===== src/rtl/event_period_trim.sv =====
module event_period_trim #(
  parameter int CNT_W     = 16,
  parameter int TRIM_W    = 6,
  parameter int TRIM_INIT = 32
) (
  input  logic              clk,
  input  logic              rst_n,
  input  logic              event_in,
  input  logic              enable,
  input  logic [CNT_W-1:0]  expected_period,
  input  logic [CNT_W-1:0]  tolerance,
  output logic [TRIM_W-1:0] trim,
  output logic [CNT_W-1:0]  period,
  output logic              period_valid
);
  localparam logic [TRIM_W-1:0] TRIM_MAX = {TRIM_W{1'b1}};
  localparam logic [TRIM_W-1:0] TRIM_RST = TRIM_W'(TRIM_INIT);

  logic             sync1, sync2, sync3;
  logic [CNT_W-1:0] stamp_cnt, first_ts;
  logic             have_first;

  wire              rise    = sync2 & ~sync3;
  wire              capture = rise & enable;
  wire              measure = capture & have_first;
  wire [CNT_W-1:0]  meas    = stamp_cnt - first_ts;

  wire [CNT_W:0] upper_lim = {1'b0, expected_period} + {1'b0, tolerance};
  wire [CNT_W:0] meas_plus = {1'b0, meas} + {1'b0, tolerance};
  wire too_long  = {1'b0, meas} > upper_lim;
  wire too_short = meas_plus < {1'b0, expected_period};

  always_ff @(posedge clk or negedge rst_n)
    if (!rst_n) {sync1, sync2, sync3} <= '0;
    else        {sync1, sync2, sync3} <= {event_in, sync1, sync2};

  always_ff @(posedge clk or negedge rst_n)
    if (!rst_n) stamp_cnt <= '0;
    else        stamp_cnt <= stamp_cnt + 1'b1;

  always_ff @(posedge clk or negedge rst_n)
    if (!rst_n) begin
      first_ts   <= '0;
      have_first <= 1'b0;
    end else if (!enable) begin
      have_first <= 1'b0;
    end else if (capture) begin
      first_ts   <= stamp_cnt;
      have_first <= 1'b1;
    end

  always_ff @(posedge clk or negedge rst_n)
    if (!rst_n) begin
      period       <= '0;
      period_valid <= 1'b0;
      trim         <= TRIM_RST;
    end else begin
      period_valid <= measure;
      if (measure) begin
        period <= meas;
        if (too_long && trim != '0)
          trim <= trim - 1'b1;
        else if (too_short && trim != TRIM_MAX)
          trim <= trim + 1'b1;
      end
    end

  p_valid_pulse_r3: assert property (@(posedge clk) disable iff (!rst_n)
    period_valid |=> !period_valid);

  p_period_hold_r3: assert property (@(posedge clk) disable iff (!rst_n)
    !period_valid |-> $stable(period));

  p_trim_on_valid_r5: assert property (@(posedge clk) disable iff (!rst_n)
    !$stable(trim) |-> period_valid);

  p_trim_step_r8: assert property (@(posedge clk) disable iff (!rst_n)
    !$stable(trim) |-> (({1'b0, trim} == {1'b0, $past(trim)} + 1'b1) ||
                        ({1'b0, $past(trim)} == {1'b0, trim} + 1'b1)));

  p_quiet_disabled_r10: assert property (@(posedge clk) disable iff (!rst_n)
    !enable |=> !period_valid);
endmodule


===== config.mk =====
export PLATFORM = sky130hd
export DESIGN_NAME = event_period_trim
export DESIGN_NICKNAME = d
export VERILOG_FILES = /design/src/rtl/event_period_trim.sv
export SDC_FILE = /design/constraint.sdc
export NUM_CORES = 1
export LEC_CHECK = 0
export ABC_CLOCK_PERIOD_IN_PS = 15000
export BUFFER_PORTS_ARGS = -buffer_cell sky130_fd_sc_hd__buf_2
export CAP_MARGIN = 10
export CORE_MARGIN = 2
export CORE_UTILIZATION = 45
export DETAILED_ROUTE_END_ITERATION = 10
export GPL_ROUTABILITY_DRIVEN = 0
export PLACE_DENSITY = 0.75
export SKIP_LAST_GASP = 1
export SLEW_MARGIN = 5
export SYNTH_ARGS = -nofsm -noshare
export SYNTH_HDL_FRONTEND = slang
export SYNTH_SLANG_ARGS = --single-unit

===== constraint.sdc =====
create_clock -name clk -period 15 [get_ports clk]
set_input_delay 0.75 -clock clk [delete_from_list [all_inputs] [get_ports clk]]
set_output_delay 0.75 -clock clk [all_outputs]
set_load 0.01 [all_outputs]

======== Word-level counts from Yosys, hierarchy flattened ========
Index checks and enable logic that the tools add are counted.
storage, ports and cells
  bits in registers ....................... 59
  input bits .............................. 36
  output and inout bits ................... 23
  word-level logic and storage cells ...... 33
operators by class
  add/sub/neg operators ................... 6
  $lt $le $gt $ge ......................... 2
  eq/ne operators ......................... 2
  muxes and demuxes ....................... 4
  bitwise gates (word level) .............. 4
  reduce and logical (&&, ||, !) cells .... 6
operators by type and width
  kind                                                                      number
  16-bit by 16-bit adder with 17-bit output                                 2
  16-bit by 17-bit > comparator with 1-bit output                           1
  17-bit by 16-bit < comparator with 1-bit output                           1
  16-bit by 1-bit adder with 16-bit output (second input constant)          1
  16-bit subtractor                                                         1
  6-bit 2-to-1 mux                                                          2
  6-bit by 1-bit adder with 6-bit output (second input constant)            1
  6-bit inequality test (second input constant)                             1
  6-bit nonzero test                                                        1
  6-bit by 1-bit subtractor with 6-bit output (second input constant)       1
  2-bit AND reduction                                                       2
  1-bit AND                                                                 3
  1-bit logical AND                                                         2
  1-bit 2-to-1 mux                                                          2
  2-bit by 1-bit inequality test with 1-bit output (second input constant)  1
  2-bit nonzero test                                                        1
  1-bit inverter                                                            1

======== Longest topological paths before layout ========
Gate-level depths: netlist (run 1).
  depth after elaboration ................. 6
  depth in mapped cells ................... 26
  depth with buffers taken out ............ 26

======== Worst setup path after synthesis (run 1) ========
Ideal clock, no wire load.
  path kind ............................... input to register
  from .................................... input port expected_period[0]
  to ...................................... register trim[5]
  library setup time ...................... 0.081 ns
  data arrival time ....................... 4.867 ns
  data required time ...................... 14.919 ns
  setup slack ............................. 10.052 ns
  cell stages on the path ................. 25
  buffers on the path ..................... 0
  cell sequence ........................... ha_1 -> fa_1 -> a211oi_1 -> o211a_1 -> o31ai_1 -> o21a_1 -> o21a_1 -> o21ai_0 -> nand2b_1 -> xnor2_1 -> ha_1 -> nand4_1 -> nor3_1 -> nand4_1 -> o2111ai_1 -> nand3b_1 -> inv_1 -> ha_1 -> a21o_1 -> a21oi_1 -> o21bai_1 -> a21oi_1 -> xnor2_1 -> nor2_4 -> xor2_1
between the ends
  cells in the longest elaborated chain, start to end .. 5
  elaborated cells on any way between the ends .. 8
  those cells by class .................... add/sub: 1; order compare: 2; mux: 1; reduce/logical: 4
ends and longest elaborated chain
  what                                             RTL line  source
  start: declaration                               10        input logic [CNT_W-1:0] expected_period,
  16-bit by 16-bit adder with 17-bit output        28        wire [CNT_W:0] upper_lim = {1'b0, expected_period} + {1'b0, tolerance};
  16-bit by 17-bit > comparator with 1-bit output  30        wire too_long = {1'b0, meas} > upper_lim;
  1-bit logical AND                                61        if (too_long && trim != '0)
  2-bit nonzero test (no line)                     --
  2-bit AND reduction (no line)                    --
  end signal: assignment                           62        trim <= trim - 1'b1;
  end signal: assignment                           64        trim <= trim + 1'b1;
  end: declaration                                 12        output logic [TRIM_W-1:0] trim,
Several ways; a longest one is shown, not always the timed one.
A chain may end at the register's enable or synchronous reset.

======== Worst setup path in the final report (run 1) ========
  from .................................... register stamp_cnt[0]
  to ...................................... register trim[5]
between the ends
  cells in the longest elaborated chain, start to end .. 6
  elaborated cells on any way between the ends .. 9
  those cells by class .................... add/sub: 2; order compare: 2; mux: 1; reduce/logical: 4
ends and longest elaborated chain
  what                                             RTL line  source
  start: declaration                               20        logic [CNT_W-1:0] stamp_cnt, first_ts;
  start signal: assignment                         39        else stamp_cnt <= stamp_cnt + 1'b1;
  16-bit subtractor *                              26        wire [CNT_W-1:0] meas = stamp_cnt - first_ts;
  via meas[14]                                     26
  16-bit by 16-bit adder with 17-bit output        29        wire [CNT_W:0] meas_plus = {1'b0, meas} + {1'b0, tolerance};
  17-bit by 16-bit < comparator with 1-bit output  31        wire too_short = meas_plus < {1'b0, expected_period};
  1-bit logical AND                                63        else if (too_short && trim != TRIM_MAX)
  2-bit nonzero test (no line)                     --
  2-bit AND reduction (no line)                    --
The timed path passes the listed nets; every way through them passes the cells marked *.

==> run metrics, run 1 <==
Warnings, synthesis 0; hold_sp sync1; global route overflow 0; Layout Nets 755; Die Wd 112 µm; antenna violations before repair 0; Num Clock Sinks between 50 and 60; utilization after layout 0.529; Worst Hold Class reg -> reg; total via count in the routed design between 4,000 and 5,000; EDFF count, synth 0; vias in the first global route ~4,600; H-tree depth 3; Final ANT Viol Nets 0; Final Skew 0.00805 ns; TritonRoute pass-1 iters 4; Yosys reg bits 59; synth cell count leaders ha_1 (86), dfrtp_1 (58), inv_1 (53); Fin. Hold Viols 0; Routed WL 12.6 mm; area leader, netlist dfrtp_1; endpoints failing setup 0; Critical Path End Type flop; Starting Density 0.460; Power Total 733 µW; cts hold-fix bufs 0; FILL cells 1,020; CP Launch Type flop; slew margin rel. 0.428; Inserted Clock Buffers 9; PortBufs 58; DRC viols 0; Synth cell types 56; CP arrival 6.06 ns; FMAX about 0.17 GHz; Async SR Flop Fraction 1.00; Final Critical Period 5.80 ns; Post CTS Setup Buffer Count 0; Detail Placement HPWL 9.89 mm; fin. max-slew vios 0; core area between 10,000 and 15,000 µm²; Max-cap violations 0; CTS root buf clkbuf_16; P&R area growth vs syn 14.9%; first-pass GRT wire length 21.3 mm; FP Rows 39; FF+latch area 1480 µm²; clk slew on worst S/H paths 0.05 ns; CTS tree built; total global-route track usage 0.207; Synth Instances 563; P_leak 3.03 nW; Req. time, crit path between 15 and 20 ns; ys flop type dfrtp_1; worst reg2reg path startpoint stamp_cnt[0]; unrepaired setup endpoints after global routing false; die height 112 µm; post-cts gate resize count 0; largest net degree at the start of global routing 60; Synth Cell Area between 5000 and 6000 µm²; Iteration-0 DRC Markers 273; antenna cells 0; CP Class reg -> reg; fraction of the cycle the final worst path needs 0.387; VDD IR max 0.0650 mV; WL/cell 16.2 µm; Seq/Total Area, Yosys 0.281; most numerous cell in the Yosys netlist ha_1; worst slew pin tran 0.856 ns; setup TNS 0 ns; CTS max path bufs 2; PwrDens ~120 nW/µm²; area of the multi-input gates 3560 µm²; via density per instance 5.63; Boundary Pins about 60; share of cells above drive strength 1 0.178; latest clock arrival within the worst-skew pair 0.34 ns; top cells by area, synth dfrtp_1 (28%), ha_1 (20%), xnor2_1 (6.3%); top cell type's share of synthesized area 0.276; status finished clean; CP max FO 6; crit path from stamp_cnt[0]; Mapped Avg Cell Area 9.34 µm²; die area 12,600 µm²; Synth Net Count 689
## sequential cells by signal (all words and copies together), names as in the netlist, 6 cells and up
| name | count |
|---|---|
| first_ts | 16 |
| period | 16 |
| stamp_cnt | 16 |
| trim | 6 |
## per-layer routing
layer | vias to the layer above | global-route usage | wire length [µm]
met5 | - | 0 | 0
met4 | 0 | 0.0829 | 362
met3 | 32 | 0.0373 | 471
met2 | 92 | 0.361 | 6330
met1 | 2115 | 0.253 | 5430
li1 | 2136 | - | -
## cell families (layout without fill, tap and decap cells)
logic type | Yosys count | in the layout | synth area share
AO/OA/AOI/OAI | 125 | 125 | 0.163
adder cells (fa/ha/maj) | 90 | 90 | 0.220
AND/OR/NAND/NOR | 146 | 146 | 0.136
XOR/XNOR | 60 | 60 | 0.101
flip-flops | 59 | 59 | 0.281
buffers and inverters | 57 | 128 | 0.0421
multiplexers | 26 | 26 | 0.0557
## stage by stage
stage                     hold slack [ns]  instance area, µm²  setup slack (ns)  cells
after floorplan                     0.331                5260             10.05    563
after global placement              0.334                5710              9.27    761
after detailed placement            0.346                5710              8.99    761
after CTS                           0.358                6040              9.29    777
after global routing                0.366                6040              8.83    777
final                               0.356                6040              9.20    777
## critical path: stages, from the launching register on
cell,delay [ns]
dfrtp_1,0.43
inv_1,0.13
ha_1,0.17
inv_1,0.06
fa_1,0.42
a211oi_1,0.22
nor2_1,0.12
o221ai_1,0.29
a21oi_1,0.18
o41ai_2,0.31
o21ai_1,0.14
xor2_1,0.38
ha_1,0.24
nand4_1,0.12
nor3_1,0.30
nand4_1,0.20
o2111ai_1,0.13
nand3b_1,0.28
inv_1,0.16
ha_1,0.31
a21o_1,0.18
a21oi_1,0.24
o21bai_1,0.10
a21oi_1,0.19
xnor2_1,0.13
nor2_4,0.12
xor2_1,0.18
## cell usage in the layout (no fill, tap or decap), types with 3 or more instances in the layout
| master | netlist | final |
|---|---|---|
| ha_1 | 86 | 86 |
| dfrtp_1 | 58 | 58 |
| buf_2 | 0 | 58 |
| inv_1 | 53 | 53 |
| nand2_1 | 39 | 39 |
| xnor2_1 | 38 | 38 |
| nor2_1 | 37 | 37 |
| a21oi_1 | 30 | 30 |
| mux2_2 | 26 | 26 |
| o21ai_0 | 23 | 23 |
| xor2_1 | 21 | 21 |
| nand4_1 | 12 | 12 |
| nor3_1 | 10 | 10 |
| nand3_1 | 10 | 10 |
| nand2b_1 | 10 | 10 |
| a21o_1 | 9 | 9 |
| clkbuf_16 | 0 | 9 |
| o21bai_1 | 8 | 8 |
| o21a_1 | 8 | 8 |
| o21ai_1 | 8 | 8 |
| a211oi_1 | 7 | 7 |
| a31oi_1 | 5 | 5 |
| and2_1 | 5 | 5 |
| and3_1 | 5 | 5 |
| nor2b_1 | 4 | 4 |
| fa_1 | 4 | 4 |
| o2111ai_1 | 3 | 3 |
| nand3b_1 | 3 | 3 |
## area by class of cell
class / count / share of cell area
multi-input combinational: 447 / 0.589
tap: 143 / 0.0296
sequential: 59 / 0.245
clock inverter: 6 / 0.0147
clock buffer: 10 / 0.0396
timing repair buffer: 59 / 0.0493
inverter: 53 / 0.0329
## power breakdown
part,total (mW),switching (mW),internal [mW]
logic,0.309,0.173,0.136
clock network,0.225,0.0753,0.150
registers,0.199,0.0175,0.181
## final timing paths
check,end,slack [ns],cells after the start
worst max-delay path,trim[5],9.20,26
worst min-delay path,sync2,0.36,0
worst max register to register,trim[5],9.20,26
worst min register to register,sync2,0.36,0
max in group asynchronous,period[0],13.94,2
min in group asynchronous,trim[1],0.55,2
No activity file was read; power rests on OpenSTA's default activity.
==> run 2: changes to the inputs <==
Settings changed: ABC_CLOCK_PERIOD_IN_PS 15000 to 5600.
Clock period 15 ns to 5.6 ns, I/O delays scaled along.
==> run metrics, run 2 (synthesis gave the netlist of run 1 again) <==
FMAX 0.186 GHz (+7.9%); Int Pwr 1.23 mW (+160%); Num Clock Sinks 59 (unchanged); P_leak 3.06 nW (+0.96%); Detail Placement HPWL 9.77 mm (-1.2%); clk slew on worst S/H paths 0.05 ns (about the same); DRC viols 0 (unchanged); slowest library cell on the worst path dfrtp_1; total global-route track usage 0.203 (-0.00364); H-tree depth 3 (unchanged); core area 11,400 µm² (unchanged); slew margin rel. 0.394 (-0.0336); CTS tree built; Clk pwr share 0.285 (-0.022); critical path buffer and inverter count 2 (-1); Top delay family on crit path compound AO/OA/AOI/OAI gates; crit path cell chain inv_1 > ha_1 > inv_1 > fa_2 > a211oi_1 > nor2_1 > o21a_1 > nor2_1 > xnor2_2 > ha_1 > and3_1 > a31oi_1 > a211o_1 > o2111ai_1 > a21oi_1 > xnor2_1 > ha_1 > a2111oi_1 > o2111ai_1 > a221o_1 > o22a_4 > nor2_4 > xor2_1; Die Wd 112 µm (unchanged); CP arrival 5.63 ns (-0.43 ns); most frequent cells in the layout ha_1 (84), dfrtp_1 (58), buf_2 (58), inv_1 (53), nand2_1 (39); Boundary Pins 59 (unchanged); Final Skew 0.00672 ns (-0.00133 ns); antenna cells 0 (unchanged); Critical Path End Type flop; Req. time, crit path 5.85 ns (-9.40 ns); CP Class reg -> reg; PwrDens 317 nW/µm² (+160%); CTS max path bufs 2 (unchanged); CTS root buf clkbuf_16; Routed WL 12.4 mm (-1.2%); Layout Nets 760 (+0.66%); TritonRoute pass-1 iters 4 (unchanged); combinational power share 0.442 (+0.021); CP Launch Type flop; sequential share of power 0.273 (+0.002); die area 12,600 µm² (unchanged); net switching power 718 µW (+170%); Fin. Hold Viols 0 (unchanged); WL/cell 15.9 µm (-1.9%); Max-cap violations 0 (unchanged); final worst slack 0.221 ns (-8.98 ns); die height 112 µm (unchanged); latest clock arrival within the worst-skew pair 0.33 ns (about the same); total via count in the routed design 4,361 (-0.32%); PortBufs 58 (unchanged); Place WS 0.0470 ns (-8.95 ns); status finished clean; vias in the first global route 4,421 (-3.7%); Design Area, Final 6140 µm² (+1.6%); Cell Area, Placed 5740 µm² (+0.53%); Final ANT Viol Nets 0 (unchanged); Iteration-0 DRC Markers 218 (-20%); commonest non-fill, non-tap cell in the layout ha_1; sw frac 0.370 (+0.00677); worst slew pin tran 0.906 ns (+0.0503 ns); first-pass GRT wire length 20.7 mm (-2.7%); Starting Density 0.460 (unchanged); CP max FO 10 (+4); global route overflow 0 (unchanged); VDD IR max 0.161 mV (+150%); Final Critical Period 5.38 ns (-0.424 ns); biggest regs first_ts x16, period x16, stamp_cnt x16; Inserted Clock Buffers 9 (unchanged); largest net degree at the start of global routing 60 (unchanged); fraction of the cycle the final worst path needs 0.961 (+0.574); P&R area growth vs syn 16.8%; endpoints failing setup 0 (unchanged); FP Rows 39 (unchanged); antenna violations before repair 0 (unchanged); share of cells above drive strength 1 0.200 (+0.0221); fin. max-slew vios 0 (unchanged); Most Frequent Cell on Critical Path ha_1; via density per instance 5.58 (-0.96%); FILL cells 989 (-3.0%); Worst Hold Class in -> reg; delay of the slowest critical-path stage 0.44 ns (about the same)
run 2: cell types whose count changed in the layout (fill, tap and decap cells not counted), sizes merged:
cell and change:
bufinv -1, buf +5, clkbuf +1
run 2: per-layer routing:
metal | wire length [µm] | part of all wire | vias up | global-route usage
li1 | - | - | 2148 | -
met1 | 5510 | 0.44 | 2085 | 0.257
met2 | 6100 | 0.49 | 96 | 0.347
met3 | 480 | 0.039 | 32 | 0.0324
met4 | 354 | 0.028 | 0 | 0.0854
met5 | 0 | 0 | - | 0
run 2: repair_timing:
action / in CTS / in global routing
gates resized for setup: 1 / 15
setup endpoints to repair: 2 / 6
pin swaps: 0 / 3
setup buffers: 0 / 1
hold buffers: 0 / 0
gates cloned: 0 / 0
run 2: per-stage QoR:
| stage | total power, mW | hold WS, ns | utilization | setup TNS, ns | cells |
|---|---|---|---|---|---|
| 2_1_floorplan | 1.11 | -0.0156 | - | 0 | 563 |
| 3_3_place_gp | 1.33 | 0.332 | 0.503 | 0 | 765 |
| 3_5_place_dp | 1.36 | 0.340 | 0.503 | 0 | 765 |
| 4_1_cts | 1.93 | 0.0475 | 0.530 | 0 | 781 |
| 5_1_grt | 2.08 | 0.0495 | 0.538 | -0.0126 | 782 |
| 6_report | 1.94 | 0.0562 | 0.538 | 0 | 782 |
run 2: cell type report:
cell class	instances	area, µm²	share of cell area
clock inverter	5	62.6	0.0102
timing repair buffer	64	335	0.0546
tap	143	179	0.0291
multi-input combinational	447	3640	0.593
sequential	59	1480	0.241
inverter	53	199	0.0324
clock buffer	11	243	0.0395
run 2: power groups by stage:
stage                     clock network, mW  logic (mW)  registers (mW)
after global routing                  0.580       0.961           0.539
after global placement                    0       0.794           0.534
after floorplan                           0       0.560           0.551
final                                 0.553       0.859           0.531
after detailed placement                  0       0.827           0.535
after CTS                             0.563       0.833           0.530
run 2: final timing paths:
check                             start           to  slack [ns]  cells after the start
max                        stamp_cnt[0]      trim[5]        0.22                     23
min                            event_in        sync1        0.06                      1
max reg2reg                stamp_cnt[0]      trim[5]        0.22                     23
min reg2reg                       sync1        sync2        0.35                      0
max in group asynchronous         rst_n  first_ts[3]        5.00                      2
min in group asynchronous         rst_n      trim[0]        0.09                      2
==> run 3: changes to the inputs <==
Settings changed: ABC_CLOCK_PERIOD_IN_PS 5600 to 4500, PLACE_DENSITY 0.75 to 0.77.
Clock period 5.6 ns to 4.5 ns, I/O delays scaled along.
==> run metrics, run 3 (synthesis gave the netlist of run 1 again) <==
status finished, violations left; failing checks negative setup slack; global route overflow 0 (unchanged); biggest regs first_ts x16, period x16, stamp_cnt x16; Req. time, crit path 4.75 ns (-1.10 ns); total global-route track usage 0.223 (+0.0196); Non-Filler Instances 885 (+13%); worst reg2reg setup slack -0.35 ns (-0.57 ns); Reg2Reg Capture Point trim[5]; TritonRoute pass-1 iters 5 (+1); worst reg2reg path startpoint stamp_cnt[0]; VDD IR max 0.197 mV (+22%); Worst Hold Class in -> async; PortBufs 58 (unchanged); CP Launch Type flop; die height 112 µm (unchanged); Min Hold Slack 0.0383 ns (-0.0180 ns); commonest non-fill, non-tap cell in the layout buf_4; # placed instances 860 (+12%); Final Critical Period 4.85 ns (-0.527 ns); P_leak 3.59 nW (+18%); total via count in the routed design 4,782 (+9.7%); DRC viols 0 (unchanged); most frequent cells in the layout buf_4 (107), ha_1 (79), dfrtp_1 (58), buf_2 (58), inv_1 (50); Critical Path End Type flop; P&R area growth vs syn 34.3%; slew margin rel. 0.405 (+0.0111); Starting Density 0.460 (unchanged); largest net degree at the start of global routing 60 (unchanged); Fin. Hold Viols 0 (unchanged); die area 12,600 µm² (unchanged); Layout Nets 863 (+14%); fin. max-slew vios 0 (unchanged); worst slew pin tran 0.890 ns (-0.0166 ns); Die Wd 112 µm (unchanged); CP arrival 5.11 ns (-0.52 ns); crit path from stamp_cnt[0]; setup TNS -1.64 ns (-1.64 ns); CP max FO 10 (unchanged); antenna cells 0 (unchanged); WL/cell 15.5 µm (-2.7%); first-pass GRT wire length 22.8 mm (+10%); Cell Area, Placed 6500 µm² (+13%); Design Area, Final 7060 µm² (+15%); Max-cap violations 0 (unchanged); antenna violations before repair 0 (unchanged); via density per instance 5.40 (-3.1%); Boundary Pins 59 (unchanged); CTS root buf clkbuf_16; r2r worst-path depth 25 (+8.7%); utilization after layout 0.618 (+0.0809); Num Clock Sinks 59 (unchanged); PwrDens 382 nW/µm² (+21%); CTS tree built; CTS max path bufs 2 (unchanged); end of the critical path trim[5]; share of cells above drive strength 1 0.342 (+0.142); latest clock arrival within the worst-skew pair 0.33 ns (about the same); FP Rows 39 (unchanged); Iteration-0 DRC Markers 204 (-6.4%); unrepaired setup endpoints after global routing true; Routed WL 13.7 mm (+10%); Final Skew 0.00466 ns (-0.00206 ns); Inserted Clock Buffers 9 (unchanged); endpoints failing setup 6 (+6); FMAX 0.206 GHz (+11%); vias in the first global route 4,948 (+12%); core area 11,400 µm² (unchanged); final worst slack -0.353 ns (-0.573 ns); CP Class reg -> reg; H-tree depth 3 (unchanged); fraction of the cycle the final worst path needs 1.08 (+0.118); clk slew on worst S/H paths 0.05 ns (about the same); Detail Placement HPWL 10.7 mm (+9.4%); Final ANT Viol Nets 0 (unchanged)
[run 3: changes by cell type in the layout (fill, tap and decap cells not counted), moves of 3 or more]
cell	change
a21oi_1	-4
a21oi_2	+4
inv_2	+3
inv_1	-3
ha_2	+3
buf_4	+101
ha_1	-5
[run 3: what timing repair did]
item / 4_1_cts / 5_1_grt
buffers inserted: 6 / 2
hold buffers: 1 / 0
pin swaps: 7 / 7
gates resized for setup: 19 / 15
endpoints found under the hold margin: 1 / 0
setup endpoints to repair: 6 / 6
[run 3: final cells by class]
type / instances / area [µm²]
clock inverter: 2 / 35.0
multi-input combinational: 447 / 3770
inverter: 53 / 199
timing repair buffer: 167 / 1120
fill: 893 / 4360
tap: 143 / 179
clock buffer: 14 / 274
sequential: 59 / 1480
[run 3: worst max-delay path: stages, from the launching register on]
cell	delay [ns]
dfrtp_1	0.38
inv_2	0.08
ha_4	0.13
inv_2	0.03
fa_2	0.38
a211oi_2	0.22
nor2_2	0.09
buf_4	0.14
nor2_1	0.16
ha_1	0.22
buf_4	0.13
nor2_1	0.05
a21oi_2	0.22
a31oi_4	0.11
a211o_1	0.30
o2111ai_2	0.22
a21oi_2	0.08
xnor2_1	0.13
ha_1	0.33
a2111oi_4	0.30
o2111ai_1	0.14
a221o_1	0.30
o22a_1	0.20
buf_12	0.15
nor2_4	0.09
xor2_1	0.16
[run 3: report_power, final]
part	switching [mW]	internal, mW	total, mW
combinational	0.674	0.660	1.33
sequential	0.0549	0.605	0.660
clock	0.230	0.472	0.702
total	0.958	1.74	2.70
[run 3: worst min path at each step]
stage,start,endpoint,cells past startpoint
2_1_floorplan,rst_n,first_ts[0],0
3_3_place_gp,event_in,sync1,1
3_5_place_dp,event_in,sync1,1
4_1_cts,rst_n,trim[2],2
5_1_grt,rst_n,trim[0],2
6_report,rst_n,trim[1],2
[run 3: per-stage QoR]
stage	setup WS (ns)	power, mW
2_1_floorplan	-0.168	1.39
3_3_place_gp	-0.354	1.85
3_5_place_dp	-0.453	1.91
4_1_cts	-0.317	2.66
5_1_grt	-0.654	2.88
6_report	-0.353	2.70
[run 3: routing by layer]
layer / track usage / part of all wire
met1: 0.274 / 0.44
met2: 0.398 / 0.50
met4: 0.0667 / 0.021
met3: 0.0416 / 0.041
met5: 0 / 0
